### src/rtl/plm_pkg.sv
// Shared constants and types for the peak level monitor.
// Assumes exactly three monitored channels and a 2-bit channel tag.
package plm_pkg;
    localparam int NCH    = 3;
    localparam int CHAN_W = 2;

    typedef enum logic [CHAN_W-1:0] {
        CH_LEFT  = 2'd0,
        CH_RIGHT = 2'd1,
        CH_MONO  = 2'd2,
        CH_NONE  = 2'd3
    } chan_e;
endpackage

### src/rtl/plm_magnitude.sv
// Absolute value of a signed sample, with the most negative code
// saturated to the largest positive magnitude.
// Assumes two's-complement input; purely combinational.
module plm_magnitude #(
    parameter int DATA_W = 16,
    localparam int MAG_W = DATA_W - 1
) (
    input  logic [DATA_W-1:0] data_i,
    output logic [MAG_W-1:0]  mag_o
);
    localparam logic [DATA_W-1:0] MOST_NEG = {1'b1, {(DATA_W-1){1'b0}}};
    localparam logic [MAG_W-1:0]  MAG_MAX  = {MAG_W{1'b1}};

    logic [DATA_W-1:0] negated;

    // Form the two's-complement negation and pick the magnitude.
    always_comb begin
        negated = ~data_i + 1'b1;
        if (data_i == MOST_NEG)
            mag_o = MAG_MAX;
        else if (data_i[DATA_W-1])
            mag_o = negated[MAG_W-1:0];
        else
            mag_o = data_i[MAG_W-1:0];
    end
endmodule

### src/rtl/plm_peak_cell.sv
// One channel's peak register. Rises on larger hits. A clear loads the
// colliding hit's magnitude, or zero when there is no hit.
// Assumes mag_i is already mute-gated and hit_i already decoded.
module plm_peak_cell #(
    parameter int MAG_W = 15
) (
    input  logic             clk,
    input  logic             rst_n,
    input  logic             hit_i,
    input  logic             clr_i,
    input  logic [MAG_W-1:0] mag_i,
    output logic [MAG_W-1:0] peak_o
);
    // Hold the running maximum, restarting on a clear.
    always_ff @(posedge clk) begin
        if (!rst_n)
            peak_o <= '0;
        else if (clr_i)
            peak_o <= hit_i ? mag_i : '0;
        else if (hit_i && (mag_i > peak_o))
            peak_o <= mag_i;
    end
endmodule

### src/rtl/peak_level_monitor.sv
// Clear-on-read peak monitor for three converter channels.
// Decodes sample tags, gates muted channels to zero, keeps one peak
// cell per channel and returns a registered read that also clears.
// Assumes single-cycle read strobes; tag 3 addresses no channel.
module peak_level_monitor
    import plm_pkg::*;
#(
    parameter int DATA_W = 16,
    localparam int MAG_W = DATA_W - 1
) (
    input  logic              clk,
    input  logic              rst_n,
    input  logic              smp_valid,
    input  logic [CHAN_W-1:0] smp_chan,
    input  logic [DATA_W-1:0] smp_data,
    input  logic [NCH-1:0]    mute,
    input  logic              rd_en,
    input  logic [CHAN_W-1:0] rd_chan,
    output logic [MAG_W-1:0]  rd_data
);
    logic [MAG_W-1:0]            mag_raw;
    logic [NCH-1:0][MAG_W-1:0]   peak_q;
    logic [MAG_W-1:0]            rd_sel;

    plm_magnitude #(.DATA_W(DATA_W)) u_mag (
        .data_i (smp_data),
        .mag_o  (mag_raw)
    );

    for (genvar c = 0; c < NCH; c++) begin : g_ch
        logic             hit;
        logic             clr;
        logic [MAG_W-1:0] mag_gated;

        // Decode this channel's hit, clear and mute-gated magnitude.
        always_comb begin
            hit       = smp_valid && (smp_chan == CHAN_W'(c));
            clr       = rd_en && (rd_chan == CHAN_W'(c));
            mag_gated = mute[c] ? '0 : mag_raw;
        end

        plm_peak_cell #(.MAG_W(MAG_W)) u_cell (
            .clk    (clk),
            .rst_n  (rst_n),
            .hit_i  (hit),
            .clr_i  (clr),
            .mag_i  (mag_gated),
            .peak_o (peak_q[c])
        );
    end

    // Select the addressed channel's peak, or zero for an unused tag.
    always_comb begin
        rd_sel = '0;
        for (int c = 0; c < NCH; c++)
            if (rd_chan == CHAN_W'(c))
                rd_sel = peak_q[c];
    end

    // Register the read result and hold it between reads.
    always_ff @(posedge clk) begin
        if (!rst_n)
            rd_data <= '0;
        else if (rd_en)
            rd_data <= rd_sel;
    end
endmodule

### config.mk
export PLATFORM = sky130hd
export DESIGN_NAME = peak_level_monitor
export DESIGN_NICKNAME = d
export VERILOG_FILES = /design/src/rtl/plm_pkg.sv /design/src/rtl/plm_magnitude.sv /design/src/rtl/plm_peak_cell.sv /design/src/rtl/peak_level_monitor.sv
export SDC_FILE = /design/constraint.sdc
export NUM_CORES = 1
export LEC_CHECK = 0
export ABC_AREA = 0
export BUFFER_PORTS_ARGS = -buffer_cell sky130_fd_sc_hd__buf_2
export CORE_MARGIN = 4
export CORE_UTILIZATION = 55
export CTS_CLUSTER_SIZE = 10
export DETAILED_ROUTE_END_ITERATION = 12
export PLACE_DENSITY = 0.76
export SYNTH_ARGS = -nofsm -noshare
export SYNTH_HDL_FRONTEND = slang
export SYNTH_SLANG_ARGS = --single-unit
### constraint.sdc
create_clock -name clk -period 11.5 [get_ports clk]
set_clock_uncertainty 0.15 [all_clocks]
set_input_delay 0.575 -clock clk [delete_from_list [all_inputs] [get_ports clk]]
set_output_delay 0.575 -clock clk [all_outputs]
set_load 0.05 [all_outputs]
# After elaboration in Yosys (flattened, before gate mapping)
# Cells that the tools add are included.
[op_classes] n_addsub=1 mul=0 div=0 magnitude_cmp=3 n_eq_ne=5 shift=0 mux=17 n_bitwise=1 reduce_logical=14
[ops] op="$mux W15" n=17
[ops] op="$gt A15 B15 Y1" n=3
[ops] op="$eq A16 B16 Y1 const B" n=1
[ops] op="$add A15 B1 Y15 const B" n=1
[ops] op="$not A15 Y15" n=1
[ops] op="$logic_and A1 B1 Y1" n=9
[ops] op="$reduce_bool A2 Y1" n=3
[ops] op="$eq A2 B1 Y1 const B" n=2
[ops] op="$eq A2 B2 Y1 const B" n=2
[ops] op="$logic_not A2 Y1" n=2
[totals] register_bits=60 latch_bits=0 ram_bits=0 mem_bits_ro=0 inputBits=27 elab_cells=45 n_memories=0

# Logic depth before layout (Yosys ltp)
[depth] word_depth=9 depth_mapped=20 mapped_depth_nobuf=18

# By module
# From an unflattened synthesis, not the netlist that was laid out.
[unflattened] hier_cells=504 hier_area_um2=4431.8
[modules_own_cells] module="plm_peak_cell" instances=3 cells_per_inst=92 area_each_um2=924.6 seq_area_each_um2=300.3
[modules_own_cells] module="peak_level_monitor" instances=1 cells_per_inst=156 area_each_um2=1201.2 seq_area_each_um2=300.3
[modules_own_cells] module="plm_magnitude" instances=1 cells_per_inst=72 area_each_um2=456.7 seq_area_each_um2=0.0

# Worst setup path before layout
# OpenSTA, ideal clock, no wires.
[synth_path] path_kind="input to register" startpoint="input smp_data[9]" endpoint="register g_ch[2].u_cell.peak_o[0]" setup_ns=0.122 arrival_time_ns=4.118 required_ns=11.228 slack_ns=7.110 path_stages=17 path_buffers=3 path_cell_list="buf_2 > or4_1 > buf_2 > nor3_1 > nor2_1 > nor2_1 > ha_1 > a21oi_1 > o21ai_0 > a31oi_1 > a2111oi_1 > o41ai_1 > o21ba_2 > o311ai_4 > nand2_4 > buf_6 > a2bb2oi_1"
[synth_via] elab_chain_cells=8 elab_cells_between_ends=12 cone_classes="add/sub (1); order compare (1); eq/ne (1); mux (6); bitwise (1); reduce/logical (2)"
[synth_rtl] item="start, declared" line="peak_level_monitor.sv:15" rtl="input logic [DATA_W-1:0] smp_data,"
[synth_rtl] item="$not A15 Y15" line="plm_magnitude.sv:18" rtl="negated = ~data_i + 1'b1;"
[synth_rtl] item="$add A15 B1 Y15" line="plm_magnitude.sv:18"
[synth_rtl] item="$mux W15" line="plm_magnitude.sv:21" rtl="else if (data_i[DATA_W-1])"
[synth_rtl] item="$mux W15 *" line="plm_magnitude.sv:19" rtl="if (data_i == MOST_NEG)"
[synth_rtl] item="$mux W15 *" line="peak_level_monitor.sv:39" rtl="mag_gated = mute[c] ? '0 : mag_raw;"
[synth_rtl] item="$gt A15 B15 Y1" line="plm_peak_cell.sv:20" rtl="else if (hit_i && (mag_i > peak_o))"
[synth_rtl] item="$logic_and A1 B1 Y1" line="plm_peak_cell.sv:20"
[synth_rtl] item="$reduce_bool A2 Y1 (no line)"
[synth_rtl] item="end signal, assigned" line="plm_peak_cell.sv:19" rtl="peak_o <= hit_i ? mag_i : '0;"
[synth_rtl] item="end signal, assigned" line="plm_peak_cell.sv:21" rtl="peak_o <= mag_i;"
[synth_rtl] item="end, declared" line="plm_peak_cell.sv:12" rtl="output logic [MAG_W-1:0] peak_o"
# Mark *: on every way between the ends. The rest lies on a longest branch, timed or not. The select of a mux whose other input is x is not followed.
# A chain may end at the register's enable or synchronous reset.

# Worst setup path in the final report
[layout_path] startpoint="input smp_data[9]" endpoint="register g_ch[1].u_cell.peak_o[10]"
[layout_via] elab_chain_cells=8 elab_cells_between_ends=12 cone_classes="add/sub (1); order compare (1); eq/ne (1); mux (6); bitwise (1); reduce/logical (2)"
[layout_rtl] item="$not A15 Y15" line="plm_magnitude.sv:18"
[layout_rtl] item="$add A15 B1 Y15" line="plm_magnitude.sv:18"
[layout_rtl] item="$mux W15" line="plm_magnitude.sv:21"
[layout_rtl] item="$mux W15 *" line="plm_magnitude.sv:19"
[layout_rtl] item="$mux W15 *" line="peak_level_monitor.sv:39"
[layout_rtl] item="$gt A15 B15 Y1" line="plm_peak_cell.sv:20"
[layout_rtl] item="$logic_and A1 B1 Y1" line="plm_peak_cell.sv:20"
[layout_rtl] item="$reduce_bool A2 Y1 (no line)"
[layout_rtl] item="end signal, assigned" line="plm_peak_cell.sv:19"
[layout_rtl] item="end signal, assigned" line="plm_peak_cell.sv:21"
[layout_rtl] item="end, declared" line="plm_peak_cell.sv:12"
# Marked as above.

==> run metrics <==
crit path max-delay cell type or4_1; Yosys top cell by area dfxtp_1; number of distinct library cells after synthesis 76; H-tree depth 3; Clock transition at path regs 0.07 ns; total clock buffers created by CTS 9; PostCTS Resize Cnt 0; peak supply drop 0.0519 mV; initial antenna violation count 0; largest family of logic cells by synthesized area compound AO/OA/AOI/OAI gates; Post-Syn Instances 630; Worst Hold End g_ch[1].u_cell.peak_o[14]; final instance area 5190 µm²; clock tree buffer depth 2; first-pass GRT wire length 21.9 mm; Synth Area in XOR/XNOR 0.0239; DR vias 4818; post-DR vias/cell 6.36; hold crit path type register to register; area of the core 8380 µm²; Iteration-0 DRC Markers 365; share of cells above drive strength 1 0.130; cells along the critical path buf_2 -> or4_1 -> or3_1 -> o311ai_0 -> o21ai_0 -> nor2_1 -> ha_1 -> and3_1 -> nand2_1 -> a21oi_1 -> o21ai_0 -> a211oi_1 -> a311oi_2 -> o21ai_2 -> mux2_1; WP data arrival 4.72 ns; buffer and inverter count on the worst path 1; most used routing layer met2; Row Count 33; Die X 102 µm; IO Port Bufs 41; Die Y-Extent 102 µm; EDFF count, synth 0; Synth-to-Final Area Change 7.80%; global-route usage over all layers 0.267; final clock period utilization by the worst path 0.404; mux cell area share after synthesis 0.0401; Net Count, Synth 694; CTS tree built; Reg2Reg Depth 11; max-cap viol count 0; syn_area_per_cell 7.64 µm²; hold_sp g_ch[1].u_cell.peak_o[14]; Worst Hold Depth 2; Post-DP Area 5020 µm²; ranking of synthesized cells by area dfxtp_1 (25%), ha_1 (9.6%), nor2_1 (6.0%); RD Place Congestion 0.921; CTS root buf clkbuf_8; met2 GRT Util 0.430; RSZ-0062 raised after global routing no; number of global-route vias before repair 4539; Slew HR 0.267; register area share after synthesis 0.250; critical path required time 11.58 ns; count of final setup violators 0; Leak 0.00208 µW; asr flop ratio synth 0; worst slew pin tran 1.10 ns; antenna cells 0; most common cell in the netlist nor2_1; fin. max-slew vios 0; Setup crit start smp_data[9]; starting density of the core 0.574; full die area 10300 µm²; TNS Setup 0 ns; Crit. End Element register; number of hold buffers added after cts 0; hpwl dp 10.2 mm; Synth Area in Compound Gates 0.265; Final min period 4.65 ns; final non-filler cell total 758; FMAX 215 MHz; R2R setup slack 8.51 ns; simple-gate share of the synthesized area 0.244; grt met1 use 0.359; Final Total Pwr 569 µW; Final Util 0.619; reg-to-reg critical path startpoint g_ch[0].u_cell.peak_o[2]; most frequent CP cell o21ai_0; status finished clean; WL final 13.4 mm; Ys Warns 0; top-area cell type share of the netlist area 0.250; DRC 0; Post-CTS Setup Inserts 0; Worst Path Max Fanout 15; power per cell area 110 nW/µm²; met3 GRT Util 0.0482; dpl cells 742; TritonRoute pass-1 iters 5; dominant synthesized flop cell dfxtp_1; grt ovf 0; top cells by count, synth nor2_1 (77), dfxtp_1 (60), a21oi_1 (57); Yosys reg bits 60; Final #Nets 712; largest net degree at the start of global routing 28; wire per inst 17.7 µm; critical path launch point type input port; Filler cells 775; Adder-Cell Fraction of Synth Area 0.105; Post-Syn Area 4810 µm²; Hold Vio Cnt, Final 0; Setup CP Type input port to register; cell type group with the largest total delay on the critical path compound AO/OA/AOI/OAI gates; reg-to-reg endpoint g_ch[0].u_cell.peak_o[2]; clk sink count 60; DRT antenna net count 0; slowest stage delay, CP 0.66 ns; num ports 42; Skew-Pair Late Insertion Delay 0.34 ns
## how the worst max path moves through the flow
| stage | cells after the start | end |
|---|---|---|
| 5_1_grt | 15 | g_ch[1].u_cell.peak_o[10] |
| 4_1_cts | 15 | g_ch[1].u_cell.peak_o[10] |
| 3_3_place_gp | 15 | g_ch[1].u_cell.peak_o[10] |
| 2_1_floorplan | 17 | g_ch[2].u_cell.peak_o[0] |
| 3_5_place_dp | 15 | g_ch[1].u_cell.peak_o[10] |
| 6_report | 15 | g_ch[1].u_cell.peak_o[10] |
## state kept, by name, summed over array words and instances, names as in the netlist
signal / cells
rd_data: 15
g_ch.u_cell.peak_o: 45
## layer usage
metal | wire, µm | up-vias | share of wire
li1 | - | 2302 | -
met1 | 5890 | 2257 | 0.44
met2 | 6100 | 225 | 0.45
met3 | 1140 | 34 | 0.085
met4 | 322 | 0 | 0.024
met5 | 0 | - | 0
## cells in the final DEF, fill, tap and decap left out, types with 6 or more instances in the layout
cell type / count
a2bb2oi_1: 9
and2_1: 7
o21ai_0: 23
o31ai_1: 7
mux2i_1: 17
nand3_1: 14
ha_1: 37
buf_2: 41
o211ai_1: 8
xnor2_1: 9
inv_1: 48
o41ai_1: 7
a21oi_1: 57
nor2_1: 77
a21o_1: 8
nor2b_1: 22
nand4_1: 11
o22a_1: 9
clkbuf_8: 10
a22oi_1: 15
dfxtp_1: 60
nand2_1: 51
nor3_1: 10
nand2b_1: 6
## final cells by class
type                       count  area [µm²]  share of cell area
multi-input combinational    484        3270               0.630
tap                          105         131              0.0253
clock buffer                  12         145              0.0280
clock inverter                 4        25.0             0.00483
timing repair buffer          45         235              0.0454
sequential                    60        1200               0.232
inverter                      48         180              0.0347
## through the flow
stage / hold slack, ns / setup WS [ns]
floorplan: 0.297 / 7.11
global placement: 0.316 / 6.74
detailed placement: 0.326 / 6.53
CTS: 0.336 / 6.90
global route: 0.358 / 6.62
finish: 0.336 / 6.85
## cell families after synthesis
logic type,count (synthesis)
muxes,19
buffers and inverters,86
AOI/OAI and AO/OA,181
and+or+nand+nor,232
DFF,60
adders and majority gates,41
xor gates and xnor gates,11
## worst register-to-register path, delay by kind of cell (launching register included)
family                   cells  cell delay (ns)
AO/OA/AOI/OAI                8             1.71
adder cells (fa/ha/maj)      1             0.33
buffers and inverters        1             0.06
flip-flops                   1             0.33
AND/OR/NAND/NOR              1             0.33
## power breakdown
group	internal (µW)	switching (µW)	total, µW
sequential	219	10.1	230
clock	83.5	86.8	170
combinational	65.3	104	169
total	368	201	569
Power figures use the tool's default switching activity.
